`config.mk`:
```
export PLATFORM = sky130hd
export DESIGN_NAME = dma_xfer_engine
export DESIGN_NICKNAME = d
export VERILOG_FILES = /design/src/rtl/dma_xfer_pkg.sv /design/src/rtl/dma_cmd_decode.sv /design/src/rtl/dma_addr_unit.sv /design/src/rtl/dma_seq.sv /design/src/rtl/dma_xfer_engine.sv
export SDC_FILE = /design/constraint.sdc
export NUM_CORES = 1
export LEC_CHECK = 0
export ABC_CLOCK_PERIOD_IN_PS = 5700
export BUFFER_PORTS_ARGS = -buffer_cell sky130_fd_sc_hd__buf_2
export CELL_PAD_IN_SITES_DETAIL_PLACEMENT = 2
export CELL_PAD_IN_SITES_GLOBAL_PLACEMENT = 2
export CORE_MARGIN = 3
export CORE_UTILIZATION = 37
export CTS_CLUSTER_DIAMETER = 40
export DETAILED_ROUTE_END_ITERATION = 12
export GPL_TIMING_DRIVEN = 0
export PLACE_DENSITY = 0.84
export SLEW_MARGIN = 25
export SYNTH_ARGS = -nofsm -noshare
export SYNTH_HDL_FRONTEND = slang
export SYNTH_HIERARCHICAL = 1
export SYNTH_SLANG_ARGS = --single-unit
```
`constraint.sdc`:
```
create_clock -name clk_i -period 5.7 [get_ports clk_i]
set_input_delay 1.425 -clock clk_i [delete_from_list [all_inputs] [get_ports clk_i]]
set_output_delay 1.425 -clock clk_i [all_outputs]
set_load 0.01 [all_outputs]
```
`src/rtl/dma_xfer_pkg.sv`:
```
package dma_xfer_pkg;
  typedef enum logic [1:0] {
    MODE_INC = 2'd0,
    MODE_DEC = 2'd1,
    MODE_FIX = 2'd2,
    MODE_RSV = 2'd3
  } addr_mode_e;

  typedef enum logic [1:0] {
    ST_IDLE,
    ST_RD,
    ST_WR
  } seq_state_e;

  localparam int unsigned WIN_BASE   = 'h100;
  localparam int unsigned WIN_STRIDE = 'h40;
  localparam int unsigned OFS_EVT    = 'h14;
  localparam int unsigned OFS_SMODE  = 'h20;
  localparam int unsigned OFS_DMODE  = 'h24;
  localparam int unsigned OFS_SADDR  = 'h28;
  localparam int unsigned OFS_DADDR  = 'h2C;
  localparam int unsigned OFS_SIZE   = 'h30;
  localparam int unsigned CMD_ABORT_BIT = 31;
  localparam int unsigned EVT_DONE_BIT  = 1;
  localparam int unsigned EVT_ABORT_BIT = 13;
  localparam int unsigned MODE_LSB      = 4;
endpackage

```
`src/rtl/dma_cmd_decode.sv`:
```
module dma_cmd_decode
  import dma_xfer_pkg::*;
#(
  parameter int unsigned RAW    = 12,
  parameter int unsigned CH_IDX = 0
) (
  input  logic           valid_i,
  input  logic           write_i,
  input  logic [RAW-1:0] addr_i,
  input  logic [31:0]    wdata_i,
  input  logic           busy_i,
  output logic           start_o,
  output logic           abort_o,
  output logic [1:0]     mode_we_o,
  output logic [1:0]     addr_we_o,
  output logic           size_we_o,
  output logic [1:0]     clr_o
);
  localparam int unsigned WIN = WIN_BASE + WIN_STRIDE * CH_IDX;

  logic wr, cmd_hit, cfg_ok, unused_wdata;

  assign wr      = valid_i && write_i;
  assign cmd_hit = wr && (addr_i == '0) && wdata_i[CH_IDX];
  assign cfg_ok  = wr && !busy_i;

  assign start_o = cmd_hit && !wdata_i[CMD_ABORT_BIT];
  assign abort_o = cmd_hit &&  wdata_i[CMD_ABORT_BIT];

  assign mode_we_o[0] = cfg_ok && (addr_i == RAW'(WIN + OFS_SMODE));
  assign mode_we_o[1] = cfg_ok && (addr_i == RAW'(WIN + OFS_DMODE));
  assign addr_we_o[0] = cfg_ok && (addr_i == RAW'(WIN + OFS_SADDR));
  assign addr_we_o[1] = cfg_ok && (addr_i == RAW'(WIN + OFS_DADDR));
  assign size_we_o    = cfg_ok && (addr_i == RAW'(WIN + OFS_SIZE));

  // event clear is allowed at any time
  assign clr_o[0] = wr && (addr_i == RAW'(WIN + OFS_EVT)) && wdata_i[EVT_DONE_BIT];
  assign clr_o[1] = wr && (addr_i == RAW'(WIN + OFS_EVT)) && wdata_i[EVT_ABORT_BIT];

  assign unused_wdata = ^wdata_i;
endmodule

```
`src/rtl/dma_addr_unit.sv`:
```
module dma_addr_unit
  import dma_xfer_pkg::*;
#(
  parameter int unsigned AW     = 32,
  parameter int unsigned BEAT_B = 4
) (
  input  logic          clk_i,
  input  logic          rst_ni,
  input  logic          mode_we_i,
  input  logic [1:0]    mode_i,
  input  logic          addr_we_i,
  input  logic [AW-1:0] addr_i,
  input  logic          step_i,
  output logic [1:0]    mode_o,
  output logic [AW-1:0] addr_o
);
  addr_mode_e    mode_q;
  logic [AW-1:0] addr_q;

  always_ff @(posedge clk_i or negedge rst_ni) begin
    if (!rst_ni) begin
      mode_q <= MODE_INC;
      addr_q <= '0;
    end else begin
      if (mode_we_i) mode_q <= addr_mode_e'(mode_i);
      if (addr_we_i) begin
        addr_q <= addr_i;
      end else if (step_i) begin
        unique case (mode_q)
          MODE_INC: addr_q <= addr_q + AW'(BEAT_B);
          MODE_DEC: addr_q <= addr_q - AW'(BEAT_B);
          default:  addr_q <= addr_q;
        endcase
      end
    end
  end

  assign mode_o = mode_q;
  assign addr_o = addr_q;

  assert_fixed_hold_R3: assert property (@(posedge clk_i) disable iff (!rst_ni)
    (step_i && !addr_we_i && mode_q[1]) |=> $stable(addr_o));
endmodule

```
`src/rtl/dma_seq.sv`:
```
module dma_seq
  import dma_xfer_pkg::*;
#(
  parameter int unsigned AW = 32,
  parameter int unsigned DW = 32,
  parameter int unsigned SW = 24
) (
  input  logic          clk_i,
  input  logic          rst_ni,
  input  logic          start_i,
  input  logic          abort_i,
  input  logic          size_we_i,
  input  logic [SW-1:0] size_i,
  input  logic [1:0]    clr_i,
  input  logic          mem_ack_i,
  input  logic [DW-1:0] mem_rdata_i,
  input  logic [AW-1:0] src_addr_i,
  input  logic [AW-1:0] dst_addr_i,
  output logic          mem_req_o,
  output logic          mem_we_o,
  output logic [AW-1:0] mem_addr_o,
  output logic [DW-1:0] mem_wdata_o,
  output logic          step_o,
  output logic          busy_o,
  output logic [SW-1:0] size_o,
  output logic          evt_done_o,
  output logic          evt_abort_o
);
  localparam int unsigned BEAT_B = DW / 8;

  seq_state_e    state_q, state_d;
  logic [SW-1:0] size_q;
  logic [DW-1:0] buf_q;
  logic          pend_q, done_q, abt_q;
  logic          idle, last_beat, beat_end, stop, set_done, set_abt;

  assign idle      = (state_q == ST_IDLE);
  assign last_beat = (size_q <= SW'(BEAT_B));
  assign beat_end  = (state_q == ST_WR) && mem_ack_i;
  assign stop      = beat_end && (last_beat || pend_q || abort_i);
  assign set_done  = stop || (idle && ((start_i && size_q == '0) || abort_i));
  assign set_abt   = (stop && (pend_q || abort_i)) || (idle && abort_i);

  always_comb begin
    state_d = state_q;
    unique case (state_q)
      ST_IDLE: if (start_i && size_q != '0) state_d = ST_RD;
      ST_RD:   if (mem_ack_i) state_d = ST_WR;
      ST_WR:   if (mem_ack_i) state_d = stop ? ST_IDLE : ST_RD;
      default: state_d = ST_IDLE;
    endcase
  end

  always_ff @(posedge clk_i or negedge rst_ni) begin
    if (!rst_ni) begin
      state_q <= ST_IDLE;
      size_q  <= '0;
      buf_q   <= '0;
      pend_q  <= 1'b0;
      done_q  <= 1'b0;
      abt_q   <= 1'b0;
    end else begin
      state_q <= state_d;
      if (size_we_i)     size_q <= size_i;
      else if (beat_end) size_q <= last_beat ? '0 : size_q - SW'(BEAT_B);
      if (state_q == ST_RD && mem_ack_i) buf_q <= mem_rdata_i;
      pend_q <= !idle && !stop && (pend_q || abort_i);
      if (set_done)      done_q <= 1'b1;
      else if (clr_i[0]) done_q <= 1'b0;
      if (set_abt)       abt_q  <= 1'b1;
      else if (clr_i[1]) abt_q  <= 1'b0;
    end
  end

  assign mem_req_o   = !idle;
  assign mem_we_o    = (state_q == ST_WR);
  assign mem_addr_o  = mem_we_o ? dst_addr_i : src_addr_i;
  assign mem_wdata_o = buf_q;
  assign step_o      = beat_end;
  assign busy_o      = !idle;
  assign size_o      = size_q;
  assign evt_done_o  = done_q;
  assign evt_abort_o = abt_q;

  assert_req_hold_R11: assert property (@(posedge clk_i) disable iff (!rst_ni)
    (mem_req_o && !mem_ack_i) |=> (mem_req_o && $stable(mem_addr_o) && $stable(mem_we_o)));
  assert_size_drop_R4: assert property (@(posedge clk_i) disable iff (!rst_ni)
    beat_end |=> (size_q < $past(size_q)));
  assert_abort_stop_R8: assert property (@(posedge clk_i) disable iff (!rst_ni)
    (pend_q && beat_end) |=> (!mem_req_o && evt_abort_o && evt_done_o));
  assert_idle_abort_R9: assert property (@(posedge clk_i) disable iff (!rst_ni)
    (idle && abort_i) |=> (evt_abort_o && evt_done_o));
  assert_zero_size_R10: assert property (@(posedge clk_i) disable iff (!rst_ni)
    (idle && start_i && size_q == '0) |=> (!mem_req_o && evt_done_o));
  assert_done_idle_R7: assert property (@(posedge clk_i) disable iff (!rst_ni)
    $rose(evt_done_o) |-> !mem_req_o);
endmodule

```
`src/rtl/dma_xfer_engine.sv`:
```
module dma_xfer_engine
  import dma_xfer_pkg::*;
#(
  parameter int unsigned CH_IDX = 0,
  parameter int unsigned RAW    = 12,
  parameter int unsigned AW     = 32,
  parameter int unsigned DW     = 32,
  parameter int unsigned SW     = 24
) (
  input  logic           clk_i,
  input  logic           rst_ni,
  input  logic           reg_valid_i,
  input  logic           reg_write_i,
  input  logic [RAW-1:0] reg_addr_i,
  input  logic [31:0]    reg_wdata_i,
  output logic [31:0]    reg_rdata_o,
  output logic           mem_req_o,
  output logic           mem_we_o,
  output logic [AW-1:0]  mem_addr_o,
  output logic [DW-1:0]  mem_wdata_o,
  input  logic           mem_ack_i,
  input  logic [DW-1:0]  mem_rdata_i,
  output logic           irq_o
);
  localparam int unsigned WIN    = WIN_BASE + WIN_STRIDE * CH_IDX;
  localparam int unsigned BEAT_B = DW / 8;

  logic                 start, abort, size_we, step, busy, evt_done, evt_abort;
  logic [1:0]           mode_we, addr_we, clr;
  logic [1:0][1:0]      side_mode;
  logic [1:0][AW-1:0]   side_addr;
  logic [SW-1:0]        size;

  dma_cmd_decode #(.RAW(RAW), .CH_IDX(CH_IDX)) u_dec (
    .valid_i   (reg_valid_i),
    .write_i   (reg_write_i),
    .addr_i    (reg_addr_i),
    .wdata_i   (reg_wdata_i),
    .busy_i    (busy),
    .start_o   (start),
    .abort_o   (abort),
    .mode_we_o (mode_we),
    .addr_we_o (addr_we),
    .size_we_o (size_we),
    .clr_o     (clr)
  );

  // side 0 = source, side 1 = destination
  for (genvar s = 0; s < 2; s++) begin : g_side
    dma_addr_unit #(.AW(AW), .BEAT_B(BEAT_B)) u_addr (
      .clk_i     (clk_i),
      .rst_ni    (rst_ni),
      .mode_we_i (mode_we[s]),
      .mode_i    (reg_wdata_i[MODE_LSB+:2]),
      .addr_we_i (addr_we[s]),
      .addr_i    (reg_wdata_i[AW-1:0]),
      .step_i    (step),
      .mode_o    (side_mode[s]),
      .addr_o    (side_addr[s])
    );
  end

  dma_seq #(.AW(AW), .DW(DW), .SW(SW)) u_seq (
    .clk_i       (clk_i),
    .rst_ni      (rst_ni),
    .start_i     (start),
    .abort_i     (abort),
    .size_we_i   (size_we),
    .size_i      (reg_wdata_i[SW-1:0]),
    .clr_i       (clr),
    .mem_ack_i   (mem_ack_i),
    .mem_rdata_i (mem_rdata_i),
    .src_addr_i  (side_addr[0]),
    .dst_addr_i  (side_addr[1]),
    .mem_req_o   (mem_req_o),
    .mem_we_o    (mem_we_o),
    .mem_addr_o  (mem_addr_o),
    .mem_wdata_o (mem_wdata_o),
    .step_o      (step),
    .busy_o      (busy),
    .size_o      (size),
    .evt_done_o  (evt_done),
    .evt_abort_o (evt_abort)
  );

  always_comb begin
    reg_rdata_o = '0;
    if (reg_addr_i == RAW'(WIN + OFS_EVT)) begin
      reg_rdata_o[EVT_DONE_BIT]  = evt_done;
      reg_rdata_o[EVT_ABORT_BIT] = evt_abort;
    end else if (reg_addr_i == RAW'(WIN + OFS_SMODE)) begin
      reg_rdata_o[MODE_LSB+:2] = side_mode[0];
    end else if (reg_addr_i == RAW'(WIN + OFS_DMODE)) begin
      reg_rdata_o[MODE_LSB+:2] = side_mode[1];
    end else if (reg_addr_i == RAW'(WIN + OFS_SADDR)) begin
      reg_rdata_o = 32'(side_addr[0]);
    end else if (reg_addr_i == RAW'(WIN + OFS_DADDR)) begin
      reg_rdata_o = 32'(side_addr[1]);
    end else if (reg_addr_i == RAW'(WIN + OFS_SIZE)) begin
      reg_rdata_o = 32'(size);
    end
  end

  assign irq_o = evt_done || evt_abort;

  assert_cfg_frozen_R6: assert property (@(posedge clk_i) disable iff (!rst_ni)
    (busy && !step) |=> ($stable(side_addr) && $stable(side_mode)));
  assert_req_busy_R11: assert property (@(posedge clk_i) disable iff (!rst_ni)
    $rose(mem_req_o) |-> $past(start));
endmodule

```
==> results of run 1 <==
## worst max-delay path, cell delays in order
cell	delay, ps
buf_2	180
or4b_4	600
nor4_1	760
clkbuf_1	520
clkbuf_1	650
clkbuf_1	560
nand2_1	190
o21ai_0	180
## per-layer routing
metal  vias up  share of wire
li1       5453              -
met4         4          0.048
met1      6724           0.41
met3       167          0.087
met2       748           0.45
met5         -        0.00058
## sequential cells by signal, indices dropped and copies added (netlist names)
signal,flops
u_seq/state_q,2
g_side.u_addr/addr_o,64
u_seq/mem_wdata_o,32
u_seq/evt_abort_o,1
u_seq/pend_q,1
u_seq/size_o,24
g_side.u_addr/mode_o,4
u_seq/evt_done_o,1
## layout make-up
type	count	area, um^2
sequential	129	3228
multi-input combinational	1065	7327
buffer	123	565.5
inverter	23	86.33
clock buffer	19	442.9
tap	384	480.5
fill	3323	15970
timing repair buffer	180	933.4
clock inverter	13	210.2
antenna	2	5.005
## Yosys cell counts (4+ instances only)
master / number
a22oi_1: 7
o31ai_1: 10
buf_4: 5
nand4_1: 47
o21ai_0: 86
nor4b_1: 4
mux2_2: 83
nor4_1: 47
a2bb2oi_1: 20
o211ai_1: 15
nor3_1: 44
xor2_1: 16
xnor2_1: 46
nand3_1: 43
mux2i_1: 40
and2_1: 11
a311oi_1: 4
nor3b_1: 11
a211oi_2: 4
or3_1: 21
o2111ai_1: 27
inv_1: 22
dfrtp_1: 129
a21oi_1: 43
a31oi_1: 13
a22o_1: 7
nand4b_1: 4
buf_2: 37
nand3b_1: 6
nor2_1: 89
nor2b_1: 16
clkbuf_1: 73
o41ai_1: 9
a32oi_1: 6
nand2b_1: 15
ha_1: 4
or4_1: 13
and4_1: 7
or4b_1: 5
nand2_1: 133
buf_6: 5
and3_1: 18
nor4_2: 7
## power groups by stage
stage | registers (mW) | logic [mW] | clock network [mW]
after floorplan | 1.38 | 1.26 | 0
after global placement | 1.45 | 1.96 | 0
after detailed placement | 1.48 | 2.06 | 0
after CTS | 1.48 | 2.11 | 1.29
after global routing | 1.51 | 2.29 | 1.33
final | 1.49 | 2.17 | 1.27
## cell usage in the layout (no fill, tap or decap), drive strengths merged, types with 9 or more instances in the layout
cell type,netlist,final
buf,50,230
nand2,134,134
dfrtp,129,129
clkbuf,73,92
nor2,89,89
o21ai,88,88
mux2,83,83
nor4,57,57
nand4,48,48
xnor2,46,46
nand3,45,45
nor3,44,44
a21oi,43,43
mux2i,40,40
o2111ai,27,27
inv,23,23
or3,21,21
a2bb2oi,20,20
and3,18,18
nor2b,18,18
nand2b,17,17
xor2,16,16
o211ai,15,15
or4,15,15
a31oi,13,13
and2,12,12
nor3b,11,11
o31ai,10,10
or4b,10,10
o41ai,9,9
a22oi,9,9
## logic make-up after synthesis
kind of cell / share of synthesized area
compound gates: 0.1888
xor+xnor: 0.04859
fa+ha+maj: 0.004479
buf+inv: 0.05822
flops: 0.2889
mux: 0.1195
simple gates: 0.2916
## worst min-delay path by stage
stage | from | cells after the start | endpoint | slack, ps
global route | u_seq/mem_wdata_o[19] | 1 | u_seq/mem_wdata_o[19] | 530
global placement | u_seq/mem_wdata_o[20] | 1 | u_seq/mem_wdata_o[20] | 480
floorplan | u_seq/evt_abort_o | 1 | u_seq/evt_abort_o | 470
CTS | u_seq/mem_wdata_o[16] | 1 | u_seq/mem_wdata_o[16] | 510
detailed placement | u_seq/mem_wdata_o[17] | 1 | u_seq/mem_wdata_o[17] | 490
finish | u_seq/mem_wdata_o[16] | 1 | u_seq/mem_wdata_o[16] | 510
## per-stage QoR
step / hold slack, ps / utilization
floorplan: 467.7 / -
global placement: 482.3 / 0.4292
detailed placement: 490.4 / 0.4311
CTS: 507.7 / 0.4535
global route: 526.2 / 0.4540
finish: 505.3 / 0.4541
==> results.sh, run 1 <==
export IMPL_status="completed"
export IMPL_post_layout_nonfiller_instances=1938
export IMPL_worst_slack_ps=922.0
export IMPL_cp_start_kind="input port"
export IMPL_grt_busiest_layer="met2"
export IMPL_reg2reg_depth=9
export IMPL_synth_edff_count=0
export IMPL_worst_setup_path_type="in2reg"
export IMPL_grt_max_degree=81
export IMPL_fmax_ghz=0.2093
export IMPL_vias_per_cell=6.757
export IMPL_yosys_top_cells_area="dfrtp_1 (29%), mux2_2 (8.4%), nand2_1 (4.5%), o21ai_0 (3.9%), xnor2_1 (3.6%)"
export IMPL_seq_area_frac_synth=0.2889
export IMPL_r2r_slack_ps=1190
export IMPL_routabilityCongestion=0.9921
export IMPL_critical_path_arrival_ps=5090
export IMPL_hpwl_mm=46.11
export IMPL_finalSetupTns_ps=0
export IMPL_vdd_ir_drop_max_mv=0.2203
export IMPL_vias=13096
export IMPL_htree_num_levels=4
export IMPL_rsz0062_at_grt="no"
export IMPL_drive_above_1_share=0.2558
export IMPL_netlist_area_leader_share=0.2889
export IMPL_power_total_mw=4.935
export IMPL_wirelength_mm=61.95
export IMPL_drv_cap=0
export IMPL_met3_usage=0.08407
export IMPL_placed_area_mm2=0.01261
export IMPL_pin_count=180
export IMPL_slew_headroom=0.2652
export IMPL_nets=1624
export IMPL_critPathCapture="g_side[1].u_addr/addr_o[13]"
export IMPL_core_area_mm2=0.02925
export IMPL_track_usage=0.3673
export IMPL_cts_setup_buffers=0
export IMPL_synth_warnings=6
export IMPL_clk_latency_ps=440
export IMPL_power_frac_comb=0.440
export IMPL_yosys_most_used_dff="dfrtp_1"
export IMPL_r2r_end="g_side[1].u_addr/addr_o[13]"
export IMPL_die_x_um=179.8
export IMPL_synth_cell_types=92
export IMPL_ant_nets=0
export IMPL_dieArea_mm2=0.03232
export IMPL_routedWlPerCell_um=31.97
export IMPL_syn_area_per_cell_um2=8.339
export IMPL_setup_viol=0
export IMPL_grt_pass1_wl_mm=90.99
export IMPL_num_rows=62
export IMPL_crit_required_ps=6010
export IMPL_net_switching_power_mw=2.217
export IMPL_tightestPinTransition_ps=1091
export IMPL_dr_pass1_iters=6
export IMPL_die_h_um=179.8
export IMPL_syn_nets=1425
export IMPL_pwr_share_seq=0.302
export IMPL_use_met1=0.4856
export IMPL_min_delay_path_class="reg2reg"
export IMPL_syn_to_final_growth_pct=18.83
export IMPL_cts_tree="built"
export IMPL_min_period_ps=4778
export IMPL_cts_resized_gates=0
export IMPL_route_detailed_drc=0
export IMPL_start_util=0.3821
export IMPL_grt_overflow=0
export IMPL_clkSlewWorstSetupHoldPaths_ps=60
export IMPL_r2r_start="u_seq/state_q[0]"
export IMPL_path_max_fanout=14
export IMPL_p_clk_frac=0.258
export IMPL_ctsHoldBuffers=0
export IMPL_synth_async_reset_ratio=1.000
export IMPL_grt_pass1_vias=13390
export IMPL_final_min_period_over_clock_period=0.8382
export IMPL_grtUsageMet2=0.5789
export IMPL_netlist_instances=1340
export IMPL_finClkSkew_ps=15.03
export IMPL_switching_share=0.4493
export IMPL_antenna_found_initial=3
export IMPL_cts_buffers=17
export IMPL_cts_buffer_depth=2
export IMPL_p_int_mw=2.718
export IMPL_p_leak_nw=5.347
export IMPL_endpoint_kind="flop"
export IMPL_drt_initial_drc_count=1560
export IMPL_port_buffers=179
export IMPL_final_hold_violation_count=0
export IMPL_clock_sinks=129
export IMPL_pwr_density_cell_mw_per_mm2=371.7
export IMPL_yosysTopAreaCell="dfrtp_1"
export IMPL_finalInstanceArea_mm2=0.01328
export IMPL_cts_root_buf="clkbuf_16"
export IMPL_pre_cts_ws_ps=721.8
export IMPL_ys_ff_latch=129
export IMPL_critPathLaunch="reg_addr_i[4]"
export IMPL_synth_area_mm2=0.01117
export IMPL_drv_slew=0
export IMPL_dp_cells=1904
Power figures use the tool's default switching activity.
==> run 2: changes to the inputs <==
Settings changed: ABC_CLOCK_PERIOD_IN_PS 5700 to 4600, CORE_UTILIZATION 37 to 35, PLACE_DENSITY 0.84 to 0.8.
Clock period 5.7 ns to 4.6 ns, I/O delays scaled along.
==> results.sh, run 2 (synthesized netlist as in run 1, its figures left out) <==
export IMPL_grt_max_degree=84
export IMPL_drv_cap=0
export IMPL_path_max_fanout=10
export IMPL_final_hold_violation_count=0
export IMPL_cp_depth=8
export IMPL_cpMostUsedCell="clkbuf_1"
export IMPL_min_delay_path_depth=1
export IMPL_drv_slew=0
export IMPL_clock_sinks=129
export IMPL_vias_per_cell=6.481
export IMPL_dieArea_mm2=0.03411
export IMPL_pin_count=180
export IMPL_cts_buffer_depth=2
export IMPL_die_x_um=184.7
export IMPL_critical_path_arrival_ps=4800
export IMPL_finClkSkew_ps=15.56
export IMPL_finalSetupTns_ps=0
export IMPL_grt_pass1_vias=12961
export IMPL_postLayoutCoreUtil=0.4262
export IMPL_clkSlewWorstSetupHoldPaths_ps=60
export IMPL_wl_met1_mm=25.67
export IMPL_top_layer_used="met5"
export IMPL_route_detailed_drc=0
export IMPL_status="completed"
export IMPL_rsz0062_at_grt="no"
export IMPL_post_layout_nonfiller_instances=1950
export IMPL_critPathMaxStageDelay_ps=790
export IMPL_cts_buffers=17
export IMPL_path_buf_inv=4
export IMPL_reg2reg_depth=8
export IMPL_crit_required_ps=4840
export IMPL_vias=12638
export IMPL_num_rows=64
export IMPL_final_cell_mix="buf_2 (214), nand2_1 (133), dfrtp_1 (129)"
export IMPL_dr_pass1_iters=5
export IMPL_cp_start_kind="flop"
export IMPL_dp_cells=1916
export IMPL_routed_wl_met2_mm=27.29
export IMPL_cts_root_buf="clkbuf_16"
export IMPL_die_h_um=184.7
export IMPL_final_fill_count=3584
export IMPL_ant_nets=0
export IMPL_antenna_found_initial=2
export IMPL_path_cells="nor2_1 > inv_1 > or4b_4 > nor4_1 > clkbuf_1 > clkbuf_1 > clkbuf_1 > o21ai_0"
export IMPL_pwr_density_cell_mw_per_mm2=441.5
export IMPL_start_util=0.3606
export IMPL_track_usage=0.3405
export IMPL_grt_overflow=0
export IMPL_port_buffers=179
export IMPL_cpMaxStageDelayCell="nor4_1"
export IMPL_largest_reg_flops=64
export IMPL_worst_setup_path_type="reg2reg"
export IMPL_setup_viol=0
export IMPL_min_delay_path_class="reg2reg"
export IMPL_vdd_ir_drop_max_mv=0.2951
export IMPL_fmax_ghz=0.2194
export IMPL_tightestPinTransition_ps=1031
export IMPL_path_delay_family="buffers and inverters"
export IMPL_endpoint_kind="flop"
export IMPL_htree_num_levels=4
export IMPL_cts_tree="built"
export IMPL_clk_latency_ps=440
export IMPL_routedWlPerCell_um=30.53
export IMPL_wirelength_mm=59.53
export IMPL_min_period_ps=4559
export IMPL_grt_pass1_wl_mm=86.72
export IMPL_r2r_slack_ps=40
export IMPL_p_leak_nw=5.315
export IMPL_drt_initial_drc_count=1296
export IMPL_final_common_cell="buf_2"
export IMPL_wl_met3_mm=4.443
export IMPL_nets=1624
export IMPL_drive_above_1_share=0.2571
export IMPL_final_min_period_over_clock_period=0.9911
export IMPL_slew_headroom=0.3057
export IMPL_hpwl_mm=45.26
export IMPL_routabilityCongestion=0.9925
export IMPL_syn_to_final_growth_pct=18.20
export IMPL_core_area_mm2=0.03099
export IMPL_power_total_mw=5.831
export IMPL_ctsHoldBuffers=0
-- run 2: worst register-to-register path: stages, from the launching register on --
cell and delay [ps]:
dfrtp_1 450, nor2_1 350, inv_1 180, or4b_4 560, nor4_1 790, clkbuf_1 520
clkbuf_1 620, clkbuf_1 560, o21ai_0 330
-- run 2: path summary, 6_finish.rpt --
check,start,to
max,u_seq/state_q[1],g_side[1].u_addr/addr_o[3]
min,u_seq/mem_wdata_o[6],u_seq/mem_wdata_o[6]
max reg2reg,u_seq/state_q[1],g_side[1].u_addr/addr_o[3]
min reg2reg,u_seq/mem_wdata_o[6],u_seq/mem_wdata_o[6]
max in group asynchronous,rst_ni,u_seq/mem_wdata_o[1]
min in group asynchronous,rst_ni,u_seq/size_o[16]
-- run 2: timing repair --
item,4_1_cts,5_1_grt
gates resized for setup,0,2
buffers inserted,0,0
endpoints found under the setup margin,0,1
-- run 2: report_power, final --
group          leakage, nW  switching, mW  internal, mW
combinational         3.42           1.69         0.955
sequential            1.63          0.399          1.44
clock                0.273          0.592         0.757
-- run 2: through the flow --
stage	hold slack [ps]	worst slack, ps	instance area (um^2)
finish	502.0	41.09	13210
global route	510.7	30.77	13210
CTS	501.7	240.0	13180
detailed placement	488.2	-87.72	12620
global placement	482.3	-241.6	12570
floorplan	467.7	1264	11170
-- run 2: routing by layer --
layer,global-route usage,vias up
met5,0.01429,-
met4,0.1149,5
met3,0.08171,116
met2,0.5359,563
met1,0.4588,6492
li1,-,5462
-- run 2: area by class of cell --
cell class	count	area, um^2	area share
clock inverter	13	113.9	0.008621
sequential	129	3228	0.2444
buffer	123	569.3	0.04310
clock buffer	19	442.9	0.03354
inverter	23	86.33	0.006537
multi-input combinational	1065	7333	0.5552
tap	396	495.5	0.03751
timing repair buffer	180	933.4	0.07067
antenna	2	5.005	0.0003789
